**config.mk**
```make
export PLATFORM = sky130hd
export DESIGN_NAME = uart_mp_rx
export DESIGN_NICKNAME = d
export VERILOG_FILES = /design/src/rtl/uart_mp_rx_pkg.sv /design/src/rtl/uart_rx_sync.sv /design/src/rtl/uart_rx_tick.sv /design/src/rtl/uart_rx_frame.sv /design/src/rtl/uart_mp_rx.sv
export SDC_FILE = /design/constraint.sdc
export NUM_CORES = 1
export LEC_CHECK = 0
export ABC_CLOCK_PERIOD_IN_PS = 2100
export BUFFER_PORTS_ARGS = -buffer_cell sky130_fd_sc_hd__buf_2
export CAP_MARGIN = 20
export CORE_ASPECT_RATIO = 1.5
export CORE_MARGIN = 3
export CORE_UTILIZATION = 40
export CTS_CLUSTER_SIZE = 12
export DETAILED_ROUTE_END_ITERATION = 7
export PLACE_DENSITY_LB_ADDON = 0.08
export SYNTH_ARGS = -nofsm -noshare
export SYNTH_HDL_FRONTEND = slang
export SYNTH_SLANG_ARGS = --single-unit
```
**constraint.sdc**
```tcl
create_clock -name clk -period 2.1 [get_ports clk]
set_input_delay 0.105 -clock clk [delete_from_list [all_inputs] [get_ports clk]]
set_output_delay 0.105 -clock clk [all_outputs]
set_load 0.01 [all_outputs]
```
**src/rtl/uart_mp_rx_pkg.sv**
```systemverilog
package uart_mp_rx_pkg;
  typedef enum logic [1:0] {
    MD_SHIFT = 2'b00,
    MD_UART8 = 2'b01,
    MD_FIX9  = 2'b10,
    MD_VAR9  = 2'b11
  } rx_mode_e;

  typedef enum logic [2:0] {
    ST_IDLE,
    ST_SHIFT,
    ST_START,
    ST_DATA,
    ST_NINTH,
    ST_STOP
  } rx_state_e;
endpackage

```
**src/rtl/uart_rx_sync.sv**
```systemverilog
module uart_rx_sync #(
  parameter int STAGES = 2
) (
  input  logic clk,
  input  logic rst,
  input  logic d_i,
  output logic q_o
);
  logic [STAGES-1:0] chain;

  always_ff @(posedge clk) begin
    if (rst) chain <= '1;
    else     chain <= {chain[STAGES-2:0], d_i};
  end

  assign q_o = chain[STAGES-1];
endmodule

```
**src/rtl/uart_rx_tick.sv**
```systemverilog
module uart_rx_tick
  import uart_mp_rx_pkg::*;
#(
  parameter int SLOW_DIV = 4,
  parameter int FAST_DIV = 2
) (
  input  logic     clk,
  input  logic     rst,
  input  rx_mode_e mode_i,
  input  logic     fast_i,
  input  logic     ext_tick_i,
  output logic     tick_o
);
  localparam int MAXD = (SLOW_DIV > FAST_DIV) ? SLOW_DIV : FAST_DIV;
  localparam int DW   = (MAXD > 2) ? $clog2(MAXD) : 1;

  logic [DW-1:0] div_cnt;
  logic [DW-1:0] lim;
  logic          int_tick;

  assign lim = fast_i ? DW'(FAST_DIV - 1) : DW'(SLOW_DIV - 1);

  always_ff @(posedge clk) begin
    if (rst || mode_i != MD_FIX9) begin
      div_cnt  <= '0;
      int_tick <= 1'b0;
    end else if (div_cnt >= lim) begin
      div_cnt  <= '0;
      int_tick <= 1'b1;
    end else begin
      div_cnt  <= div_cnt + 1'b1;
      int_tick <= 1'b0;
    end
  end

  assign tick_o = (mode_i == MD_FIX9) ? int_tick : ext_tick_i;

  a_r6_fixed_tick_gap: assert property (@(posedge clk) disable iff (rst)
    (mode_i == MD_FIX9 && int_tick) |=> !int_tick);
endmodule

```
**src/rtl/uart_rx_frame.sv**
```systemverilog
module uart_rx_frame
  import uart_mp_rx_pkg::*;
#(
  parameter int DATA_W = 8,
  parameter int OVS    = 16
) (
  input  logic              clk,
  input  logic              rst,
  input  logic              rx_en_i,
  input  rx_mode_e          mode_i,
  input  logic              flag_i,
  input  logic              rxd_s_i,
  input  logic              rxd_raw_i,
  input  logic              tick_i,
  output logic              sclk_o,
  output logic              done_o,
  output logic [DATA_W-1:0] data_o,
  output logic              bit9_o,
  output logic              shift_o
);
  localparam int CW = $clog2(OVS);
  localparam int BW = $clog2(DATA_W);
  localparam logic [CW-1:0] V0   = CW'(OVS / 2 - 1);
  localparam logic [CW-1:0] V1   = CW'(OVS / 2);
  localparam logic [CW-1:0] V2   = CW'(OVS / 2 + 1);
  localparam logic [CW-1:0] LAST = CW'(OVS - 1);
  localparam logic [BW-1:0] BLST = BW'(DATA_W - 1);

  rx_state_e         st;
  logic [CW-1:0]     cnt;
  logic [BW-1:0]     bidx;
  logic [1:0]        votes;
  logic [DATA_W-1:0] shreg;
  logic              ninth_q;
  logic              phase;
  logic              maj;
  logic              nine;

  assign maj  = (votes[0] & votes[1]) | (votes[0] & rxd_s_i) | (votes[1] & rxd_s_i);
  assign nine = mode_i[1];

  always_ff @(posedge clk) begin
    if (rst) begin
      st      <= ST_IDLE;
      cnt     <= '0;
      bidx    <= '0;
      votes   <= '0;
      shreg   <= '0;
      ninth_q <= 1'b0;
      phase   <= 1'b0;
      sclk_o  <= 1'b1;
      done_o  <= 1'b0;
      data_o  <= '0;
      bit9_o  <= 1'b0;
      shift_o <= 1'b0;
    end else begin
      done_o <= 1'b0;
      if (!rx_en_i) begin
        st     <= ST_IDLE;
        sclk_o <= 1'b1;
        phase  <= 1'b0;
      end else begin
        case (st)
          ST_IDLE: begin
            sclk_o <= 1'b1;
            phase  <= 1'b0;
            bidx   <= '0;
            if (mode_i == MD_SHIFT) begin
              if (!flag_i && !done_o) st <= ST_SHIFT;
            end else if (tick_i && !rxd_s_i) begin
              st  <= ST_START;
              cnt <= CW'(1);
            end
          end
          ST_SHIFT: begin
            if (!phase) begin
              sclk_o <= 1'b0;
              phase  <= 1'b1;
            end else begin
              sclk_o <= 1'b1;
              phase  <= 1'b0;
              shreg  <= {rxd_raw_i, shreg[DATA_W-1:1]};
              bidx   <= bidx + 1'b1;
              if (bidx == BLST) begin
                st      <= ST_IDLE;
                done_o  <= 1'b1;
                data_o  <= {rxd_raw_i, shreg[DATA_W-1:1]};
                shift_o <= 1'b1;
              end
            end
          end
          default: begin
            if (tick_i) begin
              cnt <= cnt + 1'b1;
              if (cnt == V0) votes[0] <= rxd_s_i;
              if (cnt == V1) votes[1] <= rxd_s_i;
              if (cnt == V2) begin
                case (st)
                  ST_START: if (maj) st <= ST_IDLE;
                  ST_DATA:  shreg <= {maj, shreg[DATA_W-1:1]};
                  ST_NINTH: ninth_q <= maj;
                  ST_STOP: begin
                    st      <= ST_IDLE;
                    done_o  <= 1'b1;
                    data_o  <= shreg;
                    bit9_o  <= nine ? ninth_q : maj;
                    shift_o <= 1'b0;
                  end
                  default: st <= ST_IDLE;
                endcase
              end
              if (cnt == LAST) begin
                case (st)
                  ST_START: begin
                    st   <= ST_DATA;
                    bidx <= '0;
                  end
                  ST_DATA: begin
                    if (bidx == BLST) st <= nine ? ST_NINTH : ST_STOP;
                    else              bidx <= bidx + 1'b1;
                  end
                  ST_NINTH: st <= ST_STOP;
                  default:  st <= st;
                endcase
              end
            end
          end
        endcase
      end
    end
  end

  a_r7_done_single: assert property (@(posedge clk) disable iff (rst)
    done_o |=> !done_o);
  a_r10_disabled_idle: assert property (@(posedge clk) disable iff (rst)
    !rx_en_i |=> (st == ST_IDLE && !done_o));
  a_r12_hold_while_flag: assert property (@(posedge clk) disable iff (rst)
    (st == ST_IDLE && mode_i == MD_SHIFT && flag_i) |=> st != ST_SHIFT);
endmodule

```
**src/rtl/uart_mp_rx.sv**
```systemverilog
module uart_mp_rx
  import uart_mp_rx_pkg::*;
#(
  parameter int DATA_W       = 8,
  parameter int OVS          = 16,
  parameter int SYNC_STAGES  = 2,
  parameter int FIX_SLOW_DIV = 4,
  parameter int FIX_FAST_DIV = 2
) (
  input  logic              clk,
  input  logic              rst,
  input  logic              rxd_i,
  input  logic              baud_tick_i,
  input  logic [1:0]        mode_i,
  input  logic              rx_en_i,
  input  logic              mp_en_i,
  input  logic              fix_fast_i,
  input  logic              flag_clr_i,
  output logic              sclk_o,
  output logic [DATA_W-1:0] data_o,
  output logic              bit9_o,
  output logic              rx_flag_o
);
  rx_mode_e          mode;
  logic              rxd_s;
  logic              tick;
  logic              f_done;
  logic [DATA_W-1:0] f_data;
  logic              f_bit9;
  logic              f_shift;
  logic              accept;

  assign mode = rx_mode_e'(mode_i);

  uart_rx_sync #(.STAGES(SYNC_STAGES)) u_sync (
    .clk(clk), .rst(rst), .d_i(rxd_i), .q_o(rxd_s)
  );

  uart_rx_tick #(.SLOW_DIV(FIX_SLOW_DIV), .FAST_DIV(FIX_FAST_DIV)) u_tick (
    .clk(clk), .rst(rst), .mode_i(mode), .fast_i(fix_fast_i),
    .ext_tick_i(baud_tick_i), .tick_o(tick)
  );

  uart_rx_frame #(.DATA_W(DATA_W), .OVS(OVS)) u_frame (
    .clk(clk), .rst(rst), .rx_en_i(rx_en_i), .mode_i(mode),
    .flag_i(rx_flag_o), .rxd_s_i(rxd_s), .rxd_raw_i(rxd_i), .tick_i(tick),
    .sclk_o(sclk_o), .done_o(f_done), .data_o(f_data), .bit9_o(f_bit9),
    .shift_o(f_shift)
  );

  // Stop bit (8-bit mode) and ninth bit (9-bit modes) share the f_bit9 field.
  assign accept = f_done && (f_shift || !mp_en_i || f_bit9);

  always_ff @(posedge clk) begin
    if (rst) begin
      data_o    <= '0;
      bit9_o    <= 1'b0;
      rx_flag_o <= 1'b0;
    end else begin
      if (flag_clr_i) rx_flag_o <= 1'b0;
      if (accept) begin
        data_o    <= f_data;
        rx_flag_o <= 1'b1;
        if (!f_shift) bit9_o <= f_bit9;
      end
    end
  end

  a_r9_flag_sticky: assert property (@(posedge clk) disable iff (rst)
    (rx_flag_o && !flag_clr_i) |=> rx_flag_o);
  // filtered frames leave the holding register alone
  a_r5_mp_filter: assert property (@(posedge clk) disable iff (rst)
    (f_done && !f_shift && mp_en_i && !f_bit9) |=> ($stable(data_o) && $stable(bit9_o)));
  a_r8_load_on_frame: assert property (@(posedge clk) disable iff (rst)
    !$stable(data_o) |-> $past(f_done));
endmodule

```
==> impl_metrics.tcl, run 1 <==
set metrics [dict create \
    met2_usage_pct 32.4 \
    tightest_slew_ns 0.544 \
    final_layout_size_suffix_gt1_share_pct 18.9 \
    powerDensity_nw_per_um2 716 \
    grt_pass1_vias 1956 \
    synth_top_area_share_pct 39.4 \
    synth.ff_latch_count 49 \
    vias 2058 \
    grt_pass1_wl_um 9700 \
    leakagePower_nw 1.04 \
    worst-endpoint-arrival_ns 2.05 \
    ys_seq_area_share_pct 39.4 \
    cts_buffer_depth 2 \
    start_util_pct 42.1 \
    avgViaCountPerCell 5.58 \
    reg2reg_to "u_frame.data_o[7]" \
    postRouteWirelength_um 5850 \
    synthesis.area_um2 2490 \
    path_delay_family "simple AND/OR/NAND/NOR gates" \
    grtUsageTotal_pct 17.0 \
    wire_per_inst_um 15.8 \
    synth_compound_area_share_pct 20.0 \
    fp.dieArea_um2 7230 \
    ant_nets 0 \
    crit_path_end_kind "register" \
    fin_nets 312 \
    hold_slack_ns 0.0222 \
    synthSimpleGateAreaFrac_pct 22.1 \
    fmax_ghz 0.534 \
    r2r-start "u_frame.cnt[0]" \
    rsz0062_at_grt "no" \
    area_delta_synth_final_pct 11.2 \
    top_usage_layer "met2" \
    synth_fa_ha_area_share_pct 3.42 \
    gp_congestion 0.868 \
    synth_nets 295 \
    irDropWorstVdd_mv 0.293 \
    hold_path_startpoint "rxd_i" \
    yosysTopAreaCell "dfxtp_1" \
    cts-root-buf "clkbuf_8" \
    synth_area_per_cell_um2 8.93 \
    htree_levels 2 \
    synthTopCellsByArea "dfxtp_1, mux2i_1, a21oi_1" \
    cts_resized 0 \
    crit_required_ns 2.28 \
    r2r_slack_ns 0.23 \
    cts_buffers 5 \
    drt_first_pass_iters 4 \
    fillers 608 \
    slew_viol_final 0 \
    crit_slowest_cell "dfxtp_1" \
    whs_endpoint "u_sync.chain[0]" \
    rr_worst_depth 6 \
    use_met3_pct 2.54 \
    ios 21 \
    grtUsageMet1_pct 18.6 \
    max_slew_margin_pct 63.6 \
    final_common_cell "dfxtp_1" \
    final_hold_viol_count 0 \
    final_cell_mix "dfxtp_1, a21oi_1, nor2_1" \
    critical_path_class "register to register" \
    dp_hpwl_um 4350 \
    clock-skew-final_ns 0.00405 \
    rows 34 \
    numClockSinks 49 \
    drt_iter0_drc 144 \
    max-cap-violations 0 \
    clkTransAtPathRegs_ns 0.10 \
    slowest_delay_ns 0.44 \
    clkLatencyLatePin_ns 0.31 \
    port_buffers 20 \
    tns_ns 0 \
    cts_hold_buf 0 \
    ys_types 57 \
    min_path_type "primary input to register" \
    status "finished clean" \
    crit_path_cell_trace "ha_1, and3b_2, nand2_1, o31ai_4, and2_1, a311oi_2" \
    core_um2 5910 \
    antenna_found_initial 0 \
    die_x_um 70.4 \
    route.detailed.drc 0 \
    cts_tree "yes" \
    overflow 0 \
    synth_top_family_by_area "simple AND/OR/NAND/NOR gates" \
    synthArstFlopShare_pct 0 \
    grt_max_degree 30 \
    post-route-period-util_pct 89.1 \
    synthMuxAreaShare_pct 9.59 \
    critPathLaunchType "register" \
    syn_inst 279 \
    cts_setup_buffers 0 \
    die_y_um 103 \
    path_max_fanout 9 \
    hold_depth 2 \
    diodes 0 \
    synth_xor_area_share_pct 0 \
    synthFlopType "dfxtp_1" \
    fin_crit_ns 1.87 \
    synth-edff-count 0 \
    setup_violations 0 \
    yosys_warnings 0 \
    cp_num_buf_inv 0 \
]
-- worst max path at each step --
stage,startpoint,endpoint,slack (ns),cells past startpoint
3_3_place_gp,u_frame.cnt[0],u_frame.data_o[7],0.29,6
6_report,u_frame.cnt[0],u_frame.data_o[7],0.23,6
3_5_place_dp,u_frame.cnt[0],u_frame.data_o[7],0.23,6
5_1_grt,u_frame.st[2],u_frame.cnt[3],0.03,4
4_1_cts,u_frame.cnt[0],u_frame.data_o[7],0.21,6
2_1_floorplan,u_frame.cnt[0],u_frame.data_o[7],0.36,7
-- kinds of logic (layout without fill, tap and decap cells) --
logic type / count (synthesis) / count (layout)
AND/OR/NAND/NOR: 102 / 102
AO/OA/AOI/OAI: 75 / 75
flip-flops: 49 / 49
buffers and inverters: 24 / 42
multiplexers: 22 / 22
adder cells (fa/ha/maj): 7 / 7
-- layer usage --
layer  vias to the layer above  routed length [µm]
li1                       1042                   -
met1                       966                2320
met2                        38                3210
met3                        12                 155
met4                         0                 158
met5                         -                   0
-- worst register-to-register path, stage by stage (launching register included) --
cell      delay [ns]
dfxtp_1         0.44
ha_1            0.23
and3b_2         0.25
nand2_1         0.12
o31ai_4         0.20
and2_1          0.37
a311oi_2        0.15
-- area by class of cell --
type / count / area, µm² / area share [%]
Tap cell: 72 / 90.1 / 3.25
Multi-Input combinational cell: 206 / 1370 / 49.6
Clock inverter: 3 / 68.8 / 2.49
Timing Repair Buffer: 29 / 168 / 6.06
Inverter: 5 / 18.8 / 0.678
Sequential cell: 49 / 981 / 35.4
Clock buffer: 5 / 68.8 / 2.49
-- where the power goes --
group,internal [W],switching [W]
clock network,0.000480,0.000344
logic,0.0000793,0.000127
registers,0.000938,0.0000143
-- synthesized netlist by cell type, types with 2 or more instances --
master / instances
a311oi_1: 2
o21ai_2: 2
a21oi_1: 30
nand4b_1: 2
inv_1: 5
dfxtp_1: 49
o21a_1: 2
nand2b_1: 6
buf_6: 5
a32oi_1: 2
nor3b_1: 2
nor2b_1: 3
nor3_1: 3
nand2_1: 17
o21ai_1: 2
nand4_1: 5
nand3_1: 17
clkbuf_1: 9
or2_2: 3
mux2i_1: 19
or3_1: 3
and3_1: 2
ha_1: 6
a31oi_1: 2
buf_2: 4
nor2_1: 27
a211oi_1: 8
o21ai_0: 13
-- sequential cells by signal (all words and copies together) (netlist names) --
name,count
data_o,8
u_frame.data_o,8
u_frame.shreg,8
u_frame.cnt,4
u_frame.bidx,3
u_frame.st,3
u_frame.votes,2
u_sync.chain,2
u_tick.div_cnt,2
bit9_o,1
rx_flag_o,1
u_frame.bit9_o,1
u_frame.done_o,1
u_frame.ninth_q,1
u_frame.phase,1
u_frame.sclk_o,1
u_frame.shift_o,1
u_tick.int_tick,1
-- stage by stage --
step | setup slack, ns | cell area (µm²) | util (%) | instances | power [W]
after floorplan | 0.359 | 2490 | - | 279 | 0.00113
after global placement | 0.291 | 2630 | 44.5 | 361 | 0.00118
after detailed placement | 0.225 | 2630 | 44.5 | 361 | 0.00118
after CTS | 0.209 | 2770 | 46.8 | 369 | 0.00201
after global routing | 0.0253 | 2770 | 46.8 | 369 | 0.00206
final | 0.228 | 2770 | 46.8 | 369 | 0.00198
No activity file was read; power rests on OpenSTA's default activity.
==> run 2, diff against run 1 <==
--- a/config.mk
+++ b/config.mk
@@ -14,6 +14,8 @@
 export CTS_CLUSTER_SIZE = 12
 export DETAILED_ROUTE_END_ITERATION = 7
 export PLACE_DENSITY_LB_ADDON = 0.08
+export REMOVE_ABC_BUFFERS = 1
 export SYNTH_ARGS = -nofsm -noshare
 export SYNTH_HDL_FRONTEND = slang
+export SYNTH_HIERARCHICAL = 1
 export SYNTH_SLANG_ARGS = --single-unit
==> run 2 against run 1 <==
Net effect: core utilization is 0.17 points lower; register-to-register slack worse by 0.02 ns; worst setup slack worse by 0.018 ns; synthesized cell count is 2.9% lower; sequential power hardly changed; design area is 1.1% lower; largest power group unchanged; cell count is 1.4% lower; sequential share of layout area is 0.39 points higher; first-iteration DRC count is 29% lower; routed wire length is 12% lower; critical endpoint is now u_frame/st[2]; worst hold slack worse by 0.0051 ns; critical path depth is 1 lower.
==> impl_metrics.tcl, run 2 <==
set metrics [dict create \
    synthArstFlopShare_pct 0 \
    gp_congestion 0.829 \
    clock-skew-final_ns 0.00373 \
    synth_top_area_share_pct 40.2 \
    clkTransAtPathRegs_ns 0.08 \
    vias 1938 \
    setup_violations 0 \
    diodes 0 \
    critical_path_class "register to register" \
    final_common_cell "dfxtp_1" \
    wire_per_inst_um 14.1 \
    synthFlopType "dfxtp_1" \
    switching_share_pct 22.4 \
    syn_inst 271 \
    wl_met2_um 2670 \
    port_buffers 20 \
    cts_setup_buffers 0 \
    leakagePower_nw 0.952 \
    cts_buffers 5 \
    comb_power_share_pct 7.8 \
    yosys_warnings 6 \
    synth-edff-count 0 \
    antenna_found_initial 0 \
    ys_top_cells_by_count "dfxtp_1, nor2_1, nand2_1" \
    cts_tree "yes" \
    grt_pass1_vias 1906 \
    seqCellArea_um2 981 \
    tightest_slew_ns 0.558 \
    avgViaCountPerCell 5.32 \
    crit_path_end_kind "register" \
    die_y_um 102 \
    fillers 599 \
    path_max_fanout 14 \
    dr.max_layer_used "met4" \
    synth.ff_latch_count 49 \
    grt_pass1_wl_um 8810 \
    synth_most_common_cell "dfxtp_1" \
    clkLatencyLatePin_ns 0.29 \
    rows 34 \
    clkPwrFrac_pct 38.8 \
    internal_power_w 0.00138 \
    grt_max_degree 37 \
    crit_required_ns 2.31 \
    max_slew_margin_pct 62.8 \
    min_path_type "primary input to register" \
    fmax_ghz 0.529 \
    worst-endpoint-arrival_ns 2.10 \
    cts_hold_buf 0 \
    slew_viol_final 0 \
    p_seq_share_pct 53.4 \
    irDropWorstVdd_mv 0.311 \
    status "finished clean" \
    fin_nets 307 \
    top_regs "data_o x8, u_frame/data_o x8, u_frame/shreg x8" \
    fp.dieArea_um2 7090 \
    ys_types 57 \
    synthTopCellsByArea "dfxtp_1, mux2i_1, nand2b_1" \
    cts_resized 0 \
    core_um2 5870 \
    post-route-util_pct 46.7 \
    numClockSinks 49 \
    max-cap-violations 0 \
    met1Wirelength_um 2220 \
    yosysTopAreaCell "dfxtp_1" \
    ios 21 \
    final_layout_size_suffix_gt1_share_pct 17.8 \
    tns_ns 0 \
    dpl_cell_area_um2 2620 \
    grtUsageTotal_pct 15.5 \
    dr_wl_met3_um 128 \
    postRouteWirelength_um 5140 \
    ant_nets 0 \
    fin_crit_ns 1.89 \
    multi_input_area_um2 1360 \
    rsz0062_at_grt "no" \
    dp_hpwl_um 3730 \
    synth_area_per_cell_um2 8.99 \
    overflow 0 \
    synthesis.area_um2 2440 \
    drt_first_pass_iters 4 \
    die_x_um 69.7 \
    final_hold_viol_count 0 \
    cts_buffer_depth 2 \
    post-route-period-util_pct 90.0 \
    p_sw_w 0.000399 \
    start_util_pct 41.5 \
    fin_area_um2 2740 \
    cts-root-buf "clkbuf_8" \
    powerDensity_nw_per_um2 650 \
    final_cell_mix "dfxtp_1, nor2_1, nand2_1" \
    critPathLaunchType "register" \
    htree_levels 2 \
    area_delta_synth_final_pct 12.4 \
    route.detailed.drc 0 \
    ys_seq_area_share_pct 40.2 \
    drt_iter0_drc 102 \
]
==> run 2: changes by cell type after synthesis, sizes merged, moves of 3 or more <==
cell / before / now
nand2b: 6 / 23
a311oi: 3 / 10
o21ai: 17 / 6
a21oi: 31 / 15
nand2: 17 / 27
nor3b: 4 / 1
nand3: 17 / 6
nor4: 0 / 3
buf: 10 / 7
nor2: 27 / 32
nand4: 5 / 2
==> run 2: power by group through the flow <==
stage                     combinational (W)  sequential, W  clock [W]
after floorplan                   0.0000814       0.000969          0
after global placement             0.000141       0.000972          0
after detailed placement           0.000140       0.000971          0
after CTS                          0.000140       0.000950   0.000720
after global routing               0.000155       0.000952   0.000738
final                              0.000139       0.000950   0.000691
==> run 2: cell families after synthesis <==
family	after synthesis	synth area share, %
and+or+nand+nor	119	26.0
muxes	21	8.73
adders and majority gates	7	3.49
buffers and inverters	20	3.95
xor gates and xnor gates	2	0.719
AOI/OAI and AO/OA	53	16.8
DFF	49	40.2
==> run 2: final timing paths <==
check,start,end,slack [ns],cells after the start
worst min register to register,u_sync/chain[0],u_sync/chain[1],0.42,1
worst max-delay path,u_frame/st[1],u_frame/st[2],0.21,5
worst min-delay path,rxd_i,u_sync/chain[0],0.02,2
worst max register to register,u_frame/st[1],u_frame/st[2],0.21,5
==> run 2: area by class of cell <==
| cell class | count | share of cell area [%] |
|---|---|---|
| clock buffer | 7 | 3.15 |
| clock inverter | 1 | 1.10 |
| inverter | 5 | 0.685 |
| multi-input combinational | 202 | 49.7 |
| sequential | 49 | 35.8 |
| tap | 72 | 3.29 |
| timing repair buffer | 28 | 6.30 |
==> run 2: layer usage <==
metal	GRT usage (%)	vias to the layer above
li1	-	1002
met1	17.3	896
met2	28.4	32
met3	2.48	8
met4	7.96	0
met5	0	-
==> run 2: stage by stage <==
| step | setup WS [ns] | hold slack (ns) | std cells | power [W] |
|---|---|---|---|---|
| floorplan | 0.164 | 0.173 | 256 | 0.00105 |
| global placement | 0.252 | 0.319 | 356 | 0.00111 |
| detailed placement | 0.252 | 0.316 | 356 | 0.00111 |
| CTS | 0.248 | 0.00448 | 364 | 0.00181 |
| global route | 0.0554 | 0.0153 | 364 | 0.00184 |
| finish | 0.210 | 0.0171 | 364 | 0.00178 |
==> run 2: worst max-delay path, cell delays in order (launching register included) <==
cell	delay, ns
dfxtp_1	0.46
nor2_2	0.41
a22oi_1	0.17
a2111oi_2	0.50
nor2_1	0.08
a211oi_1	0.20
==> run 3, diff against run 2 <==
--- a/config.mk
+++ b/config.mk
@@ -11,6 +11,7 @@
 export CORE_ASPECT_RATIO = 1.5
 export CORE_MARGIN = 3
 export CORE_UTILIZATION = 40
+export CTS_BUF_LIST = sky130_fd_sc_hd__clkbuf_2 sky130_fd_sc_hd__clkbuf_4 sky130_fd_sc_hd__clkbuf_8
 export CTS_CLUSTER_SIZE = 12
 export DETAILED_ROUTE_END_ITERATION = 7
 export PLACE_DENSITY_LB_ADDON = 0.08
==> run 3 against run 2 <==
Net effect: core utilization is 0.064 points higher; count of clock-buffer cells in the layout stayed put; fmax is essentially flat; worst hold slack about the same; global-route usage decreased by 0.083 points; routed wire length about the same; total power is 0.86% higher; design area rose by 0.14%; largest cell class unchanged; sequential share of layout area hardly changed; largest power group unchanged.
==> impl_metrics.tcl, run 3 (same netlist as run 2, synthesis figures left out) <==
set metrics [dict create \
    powerDensity_nw_per_um2 654 \
    start_util_pct 41.5 \
    die_y_um 102 \
    overflow 0 \
    diodes 0 \
    grt_max_degree 37 \
    switching_share_pct 22.4 \
    tightest_slew_ns 0.559 \
    crit_path_cell_trace "nor2_2, a22oi_1, a2111oi_2, nor2_1, a211oi_1" \
    die_x_um 69.7 \
    tns_ns 0 \
    rsz0062_at_grt "no" \
    htree_levels 2 \
    r2r_slack_ns 0.21 \
    multi_input_area_um2 1360 \
    fillers 597 \
    comb_power_share_pct 7.8 \
    final_common_cell "dfxtp_1" \
    fmax_ghz 0.529 \
    wire_per_inst_um 14.1 \
    area_delta_synth_final_pct 12.5 \
    max-cap-violations 0 \
    slew_viol_final 0 \
    cts_buffer_depth 2 \
    clock-skew-final_ns 0.00599 \
    post-route-period-util_pct 90.0 \
    status "finished clean" \
    internal_power_w 0.00139 \
    fp.dieArea_um2 7090 \
    ant_nets 0 \
    cts_buffers 5 \
    drt_first_pass_iters 4 \
    cts_tree "yes" \
    max_slew_margin_pct 62.8 \
    worst-endpoint-arrival_ns 2.11 \
    leakagePower_nw 0.956 \
    min_path_type "primary input to register" \
    cts-root-buf "clkbuf_8" \
    antenna_found_initial 0 \
    fin_nets 307 \
    clkTransAtPathRegs_ns 0.08 \
    crit_required_ns 2.31 \
    power.total_w 0.00180 \
    cts_setup_buffers 0 \
    slowest_delay_ns 0.50 \
    seqCellArea_um2 981 \
    path_max_fanout 14 \
    irDropWorstVdd_mv 0.315 \
    fin_crit_ns 1.89 \
    rr_worst_depth 5 \
    post-route-util_pct 46.7 \
    hold_depth 2 \
    p_sw_w 0.000402 \
    final_hold_viol_count 0 \
    grtUsageTotal_pct 15.4 \
    setup_violations 0 \
    avgViaCountPerCell 5.33 \
    p_seq_share_pct 52.9 \
    top_regs "data_o x8, u_frame/data_o x8, u_frame/shreg x8" \
    rows 34 \
    crit_path_end_kind "register" \
    numClockSinks 49 \
    postRouteWirelength_um 5140 \
    critPathLaunchType "register" \
    cts_hold_buf 0 \
    grt_pass1_vias 1904 \
    crit_slowest_cell "a2111oi_2" \
    critical_path_class "register to register" \
    final_layout_size_suffix_gt1_share_pct 18.2 \
    dp_hpwl_um 3730 \
    gp_congestion 0.829 \
    ios 21 \
    cts_resized 0 \
    drt_iter0_drc 93 \
    final_cell_mix "dfxtp_1, nor2_1, nand2_1" \
    route.detailed.drc 0 \
    port_buffers 20 \
    grt_pass1_wl_um 8790 \
    vias 1941 \
    core_um2 5870 \
    clkPwrFrac_pct 39.3 \
    clkLatencyLatePin_ns 0.30 \
]
-- run 3: metrics by stage --
stage | setup slack (ns) | cells | hold slack [ns] | cell area (µm²)
floorplan | 0.164 | 256 | 0.173 | 2360
global placement | 0.252 | 356 | 0.319 | 2620
detailed placement | 0.252 | 356 | 0.316 | 2620
CTS | 0.248 | 364 | 0.00448 | 2740
global route | 0.0554 | 364 | 0.0153 | 2740
finish | 0.210 | 364 | 0.0172 | 2740
-- run 3: cell type report --
cell class              instances  area share, %
clock buffers                   7           3.28
inverters                       5          0.684
well taps                      72           3.28
repair buffers                 28           6.30
multi-input cells             202           49.6
clock inverters                 1           1.09
flip-flops and latches         49           35.8
-- run 3: worst max-delay path, delay by kind of cell (launching register included) --
| family | cells | cell delay (ns) |
|---|---|---|
| flip-flops | 1 | 0.46 |
| AND/OR/NAND/NOR | 2 | 0.49 |
| AO/OA/AOI/OAI | 3 | 0.87 |
-- run 3: path summary, 6_finish.rpt --
path	startpoint	endpoint
worst max register to register	u_frame/st[1]	u_frame/st[2]
worst max-delay path	u_frame/st[1]	u_frame/st[2]
worst min-delay path	rxd_i	u_sync/chain[0]
worst min register to register	u_sync/chain[0]	u_sync/chain[1]
-- run 3: metal layers --
metal | track usage [%] | up-vias | wire [µm]
met3 | 2.48 | 8 | 109
li1 | - | 999 | -
met1 | 17.1 | 905 | 2220
met5 | 0 | - | 0
met2 | 28.3 | 29 | 2680
met4 | 7.96 | 0 | 128
-- run 3: power groups by stage --
stage	registers (W)	clock network, W	logic, W
after floorplan	0.000969	0	0.0000814
final	0.000950	0.000706	0.000139
after CTS	0.000950	0.000733	0.000140
after global placement	0.000972	0	0.000141
after global routing	0.000952	0.000748	0.000155
after detailed placement	0.000971	0	0.000140
